[src/rtl/text_dot_pkg.sv]
package text_dot_pkg;

    typedef enum logic [0:0] {
        ST_IDLE  = 1'b0,
        ST_SHIFT = 1'b1
    } shift_state_t;

    localparam int ATTR_W      = 8;
    localparam int ATTR_FG_LSB = 4;
    localparam int ATTR_BG_LSB = 0;
    localparam int ATTR_SEL_HI = 7;
    localparam int ATTR_SEL_LO = 3;

endpackage

[src/rtl/text_dot_addr.sv]
module text_dot_addr #(
    parameter int CODE_W = 8,
    parameter int ROW_W  = 3,
    parameter int GRP_W  = 2,
    localparam int SET_W  = GRP_W + 2,
    localparam int ADDR_W = SET_W + CODE_W + ROW_W
) (
    input  logic [CODE_W-1:0] code,
    input  logic [ROW_W-1:0]  row,
    input  logic [GRP_W-1:0]  grp,
    input  logic              sel_hi,
    input  logic              sel_lo,
    output logic [ADDR_W-1:0] addr
);
    logic [SET_W-1:0] set_idx;

    always_comb begin
        set_idx = {grp, sel_hi, sel_lo};
        addr    = {set_idx, code, row};
    end
endmodule

[src/rtl/text_dot_shifter.sv]
module text_dot_shifter
    import text_dot_pkg::*;
#(
    parameter int GLYPH_W = 8,
    localparam int CNT_W  = (GLYPH_W > 1) ? $clog2(GLYPH_W) : 1
) (
    input  logic               clk,
    input  logic               rst_n,
    input  logic               load,
    input  logic [GLYPH_W-1:0] glyph,
    output logic               busy,
    output logic               dot_bit
);
    localparam logic [CNT_W-1:0] LAST = CNT_W'(GLYPH_W - 1);

    shift_state_t       state_q, state_d;
    logic [GLYPH_W-1:0] sh_q;
    logic [CNT_W-1:0]   cnt_q;

    always_ff @(posedge clk) begin
        if (!rst_n) state_q <= ST_IDLE;
        else        state_q <= state_d;
    end

    always_comb begin
        state_d = state_q;
        unique case (state_q)
            ST_IDLE:  if (load) state_d = ST_SHIFT;                  // LOAD_GLYPH
            ST_SHIFT: if (!load && cnt_q == LAST) state_d = ST_IDLE;  // CELL_DONE (else RELOAD/stay)
            default:  state_d = ST_IDLE;
        endcase
    end

    always_ff @(posedge clk) begin
        if (!rst_n) begin
            sh_q  <= '0;
            cnt_q <= '0;
        end else if (load) begin
            sh_q  <= glyph;
            cnt_q <= '0;
        end else if (state_q == ST_SHIFT) begin
            sh_q  <= sh_q << 1;
            cnt_q <= cnt_q + 1'b1;
        end
    end

    always_comb begin
        busy    = (state_q == ST_SHIFT);
        dot_bit = sh_q[GLYPH_W-1];
    end

    assert_load_shows_R3: assert property (@(posedge clk) disable iff (!rst_n)
        load |=> busy);
    assert_cell_ends_R5: assert property (@(posedge clk) disable iff (!rst_n)
        (busy && !load && cnt_q == LAST) |=> !busy);
    assert_cell_continues_R6: assert property (@(posedge clk) disable iff (!rst_n)
        (busy && cnt_q != LAST) |=> busy);
    assert_reload_restarts_R9: assert property (@(posedge clk) disable iff (!rst_n)
        load |=> (cnt_q == '0));
endmodule

[src/rtl/text_dot_colour.sv]
module text_dot_colour #(
    parameter int COLOR_W = 3
) (
    input  logic               valid,
    input  logic               dot_bit,
    input  logic [COLOR_W-1:0] fg,
    input  logic [COLOR_W-1:0] bg,
    output logic [COLOR_W-1:0] rgb
);
    always_comb begin
        if (!valid)       rgb = '0;
        else if (dot_bit) rgb = fg;
        else              rgb = bg;
    end
endmodule

[src/rtl/text_dot_gen.sv]
module text_dot_gen
    import text_dot_pkg::*;
#(
    parameter int CODE_W  = 8,
    parameter int ROW_W   = 3,
    parameter int GRP_W   = 2,
    parameter int GLYPH_W = 8,
    parameter int COLOR_W = 3,
    localparam int ADDR_W = GRP_W + 2 + CODE_W + ROW_W
) (
    input  logic               clk,
    input  logic               rst_n,
    input  logic               fetch_i,
    input  logic [CODE_W-1:0]  code_i,
    input  logic [ATTR_W-1:0]  attr_i,
    input  logic [ROW_W-1:0]   row_i,
    input  logic [GRP_W-1:0]   group_i,
    output logic [ADDR_W-1:0]  rom_addr_o,
    input  logic [GLYPH_W-1:0] rom_data_i,
    output logic               dot_valid_o,
    output logic [COLOR_W-1:0] dot_rgb_o
);
    logic              load_q;
    logic [ATTR_W-1:0] attr_wait_q;
    logic [ATTR_W-1:0] attr_show_q;
    logic              dot_bit;
    logic              busy;

    text_dot_addr #(.CODE_W(CODE_W), .ROW_W(ROW_W), .GRP_W(GRP_W)) u_addr (
        .code   (code_i),
        .row    (row_i),
        .grp    (group_i),
        .sel_hi (attr_i[ATTR_SEL_HI]),
        .sel_lo (attr_i[ATTR_SEL_LO]),
        .addr   (rom_addr_o)
    );

    always_ff @(posedge clk) begin
        if (!rst_n) begin
            load_q      <= 1'b0;
            attr_wait_q <= '0;
            attr_show_q <= '0;
        end else begin
            load_q <= fetch_i;
            if (fetch_i) attr_wait_q <= attr_i;
            if (load_q)  attr_show_q <= attr_wait_q;
        end
    end

    text_dot_shifter #(.GLYPH_W(GLYPH_W)) u_shift (
        .clk     (clk),
        .rst_n   (rst_n),
        .load    (load_q),
        .glyph   (rom_data_i),
        .busy    (busy),
        .dot_bit (dot_bit)
    );

    text_dot_colour #(.COLOR_W(COLOR_W)) u_colour (
        .valid   (busy),
        .dot_bit (dot_bit),
        .fg      (attr_show_q[ATTR_FG_LSB +: COLOR_W]),
        .bg      (attr_show_q[ATTR_BG_LSB +: COLOR_W]),
        .rgb     (dot_rgb_o)
    );

    assign dot_valid_o = busy;

    assert_idle_black_R2: assert property (@(posedge clk) disable iff (!rst_n)
        !dot_valid_o |-> (dot_rgb_o == '0));
    assert_first_dot_R3: assert property (@(posedge clk) disable iff (!rst_n)
        fetch_i |=> ##1 dot_valid_o);
    assert_attr_held_R7: assert property (@(posedge clk) disable iff (!rst_n)
        !fetch_i |=> $stable(attr_wait_q));
    assert_colour_pick_R4: assert property (@(posedge clk) disable iff (!rst_n)
        dot_valid_o |-> (dot_rgb_o == attr_show_q[ATTR_FG_LSB +: COLOR_W]
                      || dot_rgb_o == attr_show_q[ATTR_BG_LSB +: COLOR_W]));
endmodule

[config.mk]
export PLATFORM = sky130hd
export DESIGN_NAME = text_dot_gen
export DESIGN_NICKNAME = d
export VERILOG_FILES = /design/src/rtl/text_dot_pkg.sv /design/src/rtl/text_dot_addr.sv /design/src/rtl/text_dot_shifter.sv /design/src/rtl/text_dot_colour.sv /design/src/rtl/text_dot_gen.sv
export SDC_FILE = /design/constraint.sdc
export NUM_CORES = 1
export LEC_CHECK = 0
export BUFFER_PORTS_ARGS = -buffer_cell sky130_fd_sc_hd__buf_4
export CAP_MARGIN = 20
export CORE_UTILIZATION = 40
export DETAILED_ROUTE_END_ITERATION = 10
export PLACE_DENSITY_LB_ADDON = 0.15
export SLEW_MARGIN = 15
export SYNTH_ARGS = -nofsm -noshare
export SYNTH_HDL_FRONTEND = slang
export SYNTH_SLANG_ARGS = --single-unit
[constraint.sdc]
create_clock -name clk -period 1.4 [get_ports clk]
set_input_delay 0.14 -clock clk [delete_from_list [all_inputs] [get_ports clk]]
set_output_delay 0.14 -clock clk [all_outputs]
set_load 0.005 [all_outputs]
* Yosys cells after proc, flatten, opt, wreduce, memory -nomap -nowiden
Cells that the tools add are included.
Word-level totals: logic and storage cells 21, output and inout bits 19, flip-flop bits (word level) 27
Operators by class: muxes and demuxes 7, reduce and logical (&&, ||, !) cells 4, bitwise logic cells 2, add/sub/neg operators 1, equal/unequal tests 1
Operator list (number):
- $mux W8 | 2
- $mux W3 | 2
- $add A3 B1 Y3 const B | 1
- $eq A3 B3 Y1 const B | 1
- $mux W1 | 2
- $not A1 Y1 | 2
- $pmux W1 S2 | 1
- $reduce_bool A2 Y1 | 1
- $reduce_or A2 Y1 | 1
- $logic_and A1 B1 Y1 | 1
- $logic_not A1 Y1 | 1

* Logic depth before layout (Yosys ltp)
Gate-level depths: netlist of the first run.
depth in word-level cells 4, depth in mapped cells 4, mapped depth without buffers 4

* Modules after synthesis
Synthesis of the first run repeated with hierarchy kept, for this count alone.
Second synthesis, totals: cells, all modules 112, area total of the unflattened synthesis 1209.9 µm²
By module, submodules not included:
- text_dot_shifter | area each 558.0 µm², instances 1, cells each 50
- text_dot_gen | area each 490.5 µm², instances 1, cells each 41
- text_dot_addr | area each 112.6 µm², instances 1, cells each 15
- text_dot_colour | area each 48.8 µm², instances 1, cells each 6

* Least setup slack after synthesis of the first run
OpenSTA, ideal clock, no wires.
kind flip-flop to flip-flop, start point register u_shift.state_q (netlist: u_shift.busy), end point register u_shift.sh_q[6], library setup time 0.116 ns, path slack 0.196 ns, arrival time 1.087 ns, stages on the path, launching flop included 5, clock period less this slack 1.204 ns, buffers on the path 2, path through dfxtp_1 -> buf_6 -> buf_8 -> mux2_2 -> o211a_1
On the way: longest elaborated chain between the ends 1
Ends and longest elaborated chain:
- start, declared | RTL line text_dot_shifter.sv:16 | shift_state_t state_q, state_d;
- start signal, assigned | RTL line text_dot_shifter.sv:22 | else state_q <= state_d;
- $reduce_bool A2 Y1 (no source line)
- end signal, assigned | RTL line text_dot_shifter.sv:39 | sh_q <= glyph;
- end signal, assigned | RTL line text_dot_shifter.sv:42 | sh_q <= sh_q << 1;
- end, declared | RTL line text_dot_shifter.sv:17 | logic [GLYPH_W-1:0] sh_q;
Every way passes these cells. A chain may end at the register's enable or synchronous reset.

* Worst setup path in the final report of the first run
start point register u_shift.state_q (netlist: u_shift.busy), end point output port dot_rgb_o[1]
On the way: longest elaborated chain between the ends 1
Ends and longest elaborated chain:
- $mux W3 | RTL line text_dot_colour.sv:11 | if (!valid) rgb = '0;
- end, declared | RTL line text_dot_gen.sv:21 | output logic [COLOR_W-1:0] dot_rgb_o
Every way passes these cells.

==> impl_metrics.yaml, run 1 <==
status:
  status: "finished with violations"
  violations: "DRC"
grt:
  grt_pass1_vias: 752
  grt_pass1_wl_um: 3170
  grt_use_total_pct: 12.8
  antenna_found_initial: 0
  overflow: 0
  grt_max_degree: 24
timing:
  max_freq_mhz: 775
  worst_pin_slew_ns: 0.252
  fin_ws_ns: 0.109
  fin_setup_tns_ns: 0
  period_share_pct: 92.2
  slew-limit-headroom_pct: 83.2
  fin_hold_ws_ns: 0.0622
  hold_viol: 0
  setup_viol: 0
  period_minus_slack_ns: 1.29
  skew_ns: 0.00214
  rsz0062_at_grt: "false"
  finalMaxSlewViolations: 0
clock_network:
  cts.clk_slew.worst_paths_ns: 0.13
  clockBufferDepth: 2
  cts_made_buffers: 3
  htreeDepth: 1
  cts_sinks: 25
  post_cts_buffers: 0
  cts_tree: "yes"
  ctsRootBufferMaster: "clkbuf_4"
  postCtsHoldBufs: 0
  clock_latency_ns: 0.31
min_path:
  hold_class: "in2reg"
critical_path:
  critical_path_class: "reg2out"
  critPathArrivalTime_ns: 1.15
  critPathLaunchType: "flop"
  cp_max_fo: 10
  cp-end-kind: "primary output"
  worstPathRequired_ns: 1.26
finish:
  syn2layout_area_growth_pct: 7.56
  design_area_sq_mm: 0.00130
  final_util_pct: 46.3
  nets: 154
  drive_gt1_share_pct: 31.1
  n_antenna_cell: 0
job:
  maxCapViolations: 0
power:
  p_per_area_mw_per_mm2: 962
  ir_worst_vdd_v: 0.000378
  p_leak_uw: 0.000610
routing:
  drc: 6
  drt-pass1-iter-count: 7
  drtIter0Drc: 37
  vias: 756
  avgRoutedWirePerCell_um: 12.8
  totalWireLength_um: 1920
  viasPerCell: 5.04
  ant_nets: 0
synth:
  synth_area_per_cell_sq_um: 10.7
  synth_area_sq_mm: 0.00121
  ys_ff_latch: 25
  ys_seq_area_share_pct: 41.4
  synth.yosys.warnings: 0
  ys_types: 19
  syn-num-nets: 147
  netlist_instances: 113
place:
  placedInstanceArea_sq_mm: 0.00127
  io_buffers: 20
  gp_congestion: 0.648
  dp_slack_ns: 0.152
floorplan:
  placementRows: 19
  core_region_area_sq_mm: 0.00281
  start_util_pct: 43.1
  die_w_um: 57.0
  ioPinCount: 51
  fp.dieH_um: 57.0
  die_area_sq_mm: 0.00325
synthesized netlist by cell type:
master | count | share of area [%]
or3b_1 | 1 | 0.72
xnor2_1 | 1 | 0.72
buf_8 | 1 | 1.2
a21boi_1 | 1 | 0.62
clkbuf_1 | 3 | 0.93
buf_2 | 2 | 0.83
buf_6 | 1 | 0.93
nor2_1 | 3 | 0.93
buf_4 | 15 | 9.3
mux2i_1 | 17 | 14
and2_1 | 1 | 0.52
dfxtp_1 | 25 | 41
nor2b_1 | 16 | 8.3
o211a_1 | 7 | 5.8
ha_1 | 2 | 2.1
nand2_1 | 1 | 0.31
o21a_1 | 1 | 0.62
mux2_2 | 7 | 6.5
nand2b_1 | 8 | 4.1
area by class of cell:
class                      count  area [sq um]
fill                         273          1510
multi-input combinational     66           548
sequential                    25           505
timing repair buffer          24           180
tap                           31          38.8
clock buffer                   3          22.5
clock inverter                 1          5.00
state kept, by name, summed over array words and instances, names as in the netlist:
register,count
attr_show_q,6
u_shift.sh_q,8
load_q,1
u_shift.cnt_q,3
attr_wait_q,6
u_shift.busy,1
worst max-delay path: stages, from the launching register on:
cell,delay (ns)
dfxtp_4,0.43
buf_4,0.13
nor2b_1,0.14
buf_4,0.13
layer usage:
metal  vias to the layer above  share of wire (%)  GRT usage (%)
li1                        378                  -              -
met2                        23                 44           20.3
met5                         -                  0              0
met4                         0                3.9           10.8
met1                       337                 45           15.1
met3                        18                7.0           2.04
kinds of logic after synthesis:
| family | Yosys count | share of synthesized area [%] |
|---|---|---|
| multiplexers | 24 | 20.6 |
| adder cells (fa/ha/maj) | 2 | 2.07 |
| AND/OR/NAND/NOR | 30 | 14.9 |
| flip-flops | 25 | 41.4 |
| buffers and inverters | 22 | 13.3 |
| AO/OA/AOI/OAI | 9 | 7.04 |
| XOR/XNOR | 1 | 0.725 |
per-stage QoR:
| stage | std cells | total power (uW) |
|---|---|---|
| CTS | 150 | 1270 |
| global route | 150 | 1330 |
| finish | 150 | 1250 |
| floorplan | 113 | 935 |
| detailed placement | 146 | 957 |
| global placement | 146 | 953 |
what timing repair did:
| action | in CTS | in global routing |
|---|---|---|
| hold endpoints to repair | 0 | 0 |
| setup endpoints to repair | 3 | 3 |
| gates resized for setup | 1 | 2 |
| gates cloned | 0 | 0 |
| pin swaps | 0 | 0 |
cell usage in the layout, fill, tap and decap left out, drive strengths merged:
cell / instances
nand2b: 8
a21boi: 1
o21a: 1
mux2i: 17
nor2: 3
xnor2: 1
and2: 1
nand2: 1
o211a: 7
or3b: 1
ha: 2
buf: 24
dfxtp: 25
mux2: 7
clkinv: 1
nor2b: 16
clkbuf: 3
power by group:
group          switching (uW)  internal [uW]  leakage, uW
registers                27.2            748     0.000206
clock network             206            107    0.0000177
logic                    56.0            106     0.000386
worst paths after layout:
check | from | end | slack, ns | cells past startpoint
max reg2reg | u_shift.busy$_SDFF_PN0_ | u_shift.sh_q[0]$_SDFFE_PN0P_ | 0.28 | 3
min | rom_data_i[0] | u_shift.sh_q[0]$_SDFFE_PN0P_ | 0.06 | 3
min reg2reg | attr_show_q[6]$_SDFFE_PN0P_ | attr_show_q[6]$_SDFFE_PN0P_ | 0.53 | 2
max | u_shift.busy$_SDFF_PN0_ | dot_rgb_o[1] | 0.11 | 3
Note: power is estimated with default switching activity, not from simulation.
==> inputs of run 2 (changes only) <==
- GPL_TIMING_DRIVEN: not set -> 0
==> impl_metrics.yaml, run 2 (synthesis gave the netlist of run 1 again) <==
timing:
  worst_pin_slew_ns: 0.429
  period_share_pct: 91.1
  setup_viol: 0
  skew_ns: 0.00172
  fin_setup_tns_ns: 0
  max_freq_mhz: 784
  fin_hold_ws_ns: 0.0638
  hold_viol: 0
  period_minus_slack_ns: 1.27
  rsz0062_at_grt: "false"
  slew-limit-headroom_pct: 71.4
  finalMaxSlewViolations: 0
floorplan:
  die_area_sq_mm: 0.00325
  start_util_pct: 43.1
  core_region_area_sq_mm: 0.00281
  placementRows: 19
  fp.dieH_um: 57.0
  die_w_um: 57.0
  ioPinCount: 51
clock_network:
  cts_tree: "yes"
  ctsRootBufferMaster: "clkbuf_4"
  postCtsHoldBufs: 0
  cts_made_buffers: 3
  cts.clk_slew.worst_paths_ns: 0.13
  post_cts_buffers: 0
  clock_latency_ns: 0.32
  cts_sinks: 25
  cts_resized: 0
  htreeDepth: 1
  clockBufferDepth: 2
critical_path:
  worstPathRequired_ns: 1.26
  critPathArrivalTime_ns: 1.13
  cp_max_fo: 4
  critical_path.reg2reg.startpoint: "load_q$_SDFF_PN0_"
  critical_path_class: "reg2out"
  rrSetupSlack_ns: 0.24
  reg2reg_depth: 3
  crit_start: "u_shift.sh_q[7]$_SDFFE_PN0P_"
  crit_buf_inv: 1
  cp-end-kind: "primary output"
  critPathTopFamily: "flip-flops"
  critical_path.endpoint: "dot_rgb_o[0]"
  worst_r2r_endpoint: "u_shift.cnt_q[2]$_SDFFE_PP0P_"
  worst-path-stages: 3
  critPathMaxStageDelay_ns: 0.41
  crit_slowest_cell: "dfxtp_2"
  critPathLaunchType: "flop"
  path_cells: "mux2i_1 -> nor2b_2 -> buf_4"
grt:
  grt_pass1_vias: 859
  grt_max_degree: 15
  overflow: 0
  grt_use_total_pct: 14.3
  grt_pass1_wl_um: 3640
  antenna_found_initial: 0
routing:
  drtIter0Drc: 27
  viasPerCell: 4.84
  vias: 876
  ant_nets: 0
  totalWireLength_um: 2060
  drc: 6
  avgRoutedWirePerCell_um: 11.4
  drt-pass1-iter-count: 7
min_path:
  hold_class: "in2reg"
finish:
  reg_top3: "u_shift.sh_q (8), attr_show_q (6), attr_wait_q (6)"
  drive_gt1_share_pct: 44.0
  syn2layout_area_growth_pct: 25.8
  top_register: "u_shift.sh_q"
  final_common_cell: "buf_4"
  nets: 185
  mostFrequentLayoutCells: "buf_4, dfxtp_1, mux2i_1"
  final_util_pct: 54.2
  n_antenna_cell: 0
  layout.cells.non_filler: 181
  largest_register_ffs: 8
status:
  status: "finished with violations"
  violations: "DRC"
job:
  maxCapViolations: 0
place:
  io_buffers: 34
  gp_congestion: 0.662
  hpwlAfterDp_um: 1560
  placed_cells: 178
power:
  p_per_area_mw_per_mm2: 871
  ir_worst_vdd_v: 0.000699
  p_leak_uw: 0.000747
-- run 2: changes by cell type in the layout (fill, tap and decap cells not counted), sizes merged --
cell / delta
clkbuf: +3
buf: +28
-- run 2: final cells by class --
type / instances / area, sq um
fillers: 261 / 1280
flip-flops and latches: 25 / 503
clock buffers: 3 / 22.5
well taps: 31 / 38.8
clock inverters: 1 / 5.00
multi-input cells: 66 / 551
plain buffers: 21 / 145
repair buffers: 34 / 255
-- run 2: how the worst min path moves through the flow --
stage          slack, ns          start  cells after the start                      endpoint
2_1_floorplan       0.27          rst_n                      1   attr_wait_q[6]$_SDFFE_PN0P_
6_report            0.06          rst_n                      2   attr_wait_q[6]$_SDFFE_PN0P_
5_1_grt             0.07      attr_i[0]                      3   attr_wait_q[0]$_SDFFE_PN0P_
3_3_place_gp        0.40  rom_data_i[0]                      3  u_shift.sh_q[0]$_SDFFE_PN0P_
3_5_place_dp        0.40          rst_n                      2   attr_wait_q[6]$_SDFFE_PN0P_
4_1_cts             0.06  rom_data_i[0]                      3  u_shift.sh_q[0]$_SDFFE_PN0P_
-- run 2: worst reg2reg max path, stage by stage, from the launching register on --
cell      delay (ns)
dfxtp_1         0.43
clkbuf_1        0.38
nand2b_1        0.21
nor2_1          0.06
-- run 2: routing by layer --
layer	GRT usage [%]	routed length (um)	vias up	share of wire (%)
li1	-	-	439	-
met1	16.9	874	393	42
met2	25.7	983	42	48
met3	4.76	193	2	9.4
met4	2.09	10	0	0.49
met5	0	0	-	0
-- run 2: stage by stage --
stage	setup slack, ns	area [sq um]	power, uW
finish	0.125	1520	1320
global route	0.0242	1520	1390
detailed placement	0.158	1500	1030
floorplan	0.196	1210	935
global placement	0.168	1500	1020
CTS	0.0182	1530	1350
-- run 2: report_power, final --
part	internal, uW	switching, uW
logic	156	78.9
registers	749	21.5
clock network	107	212
total	1010	312
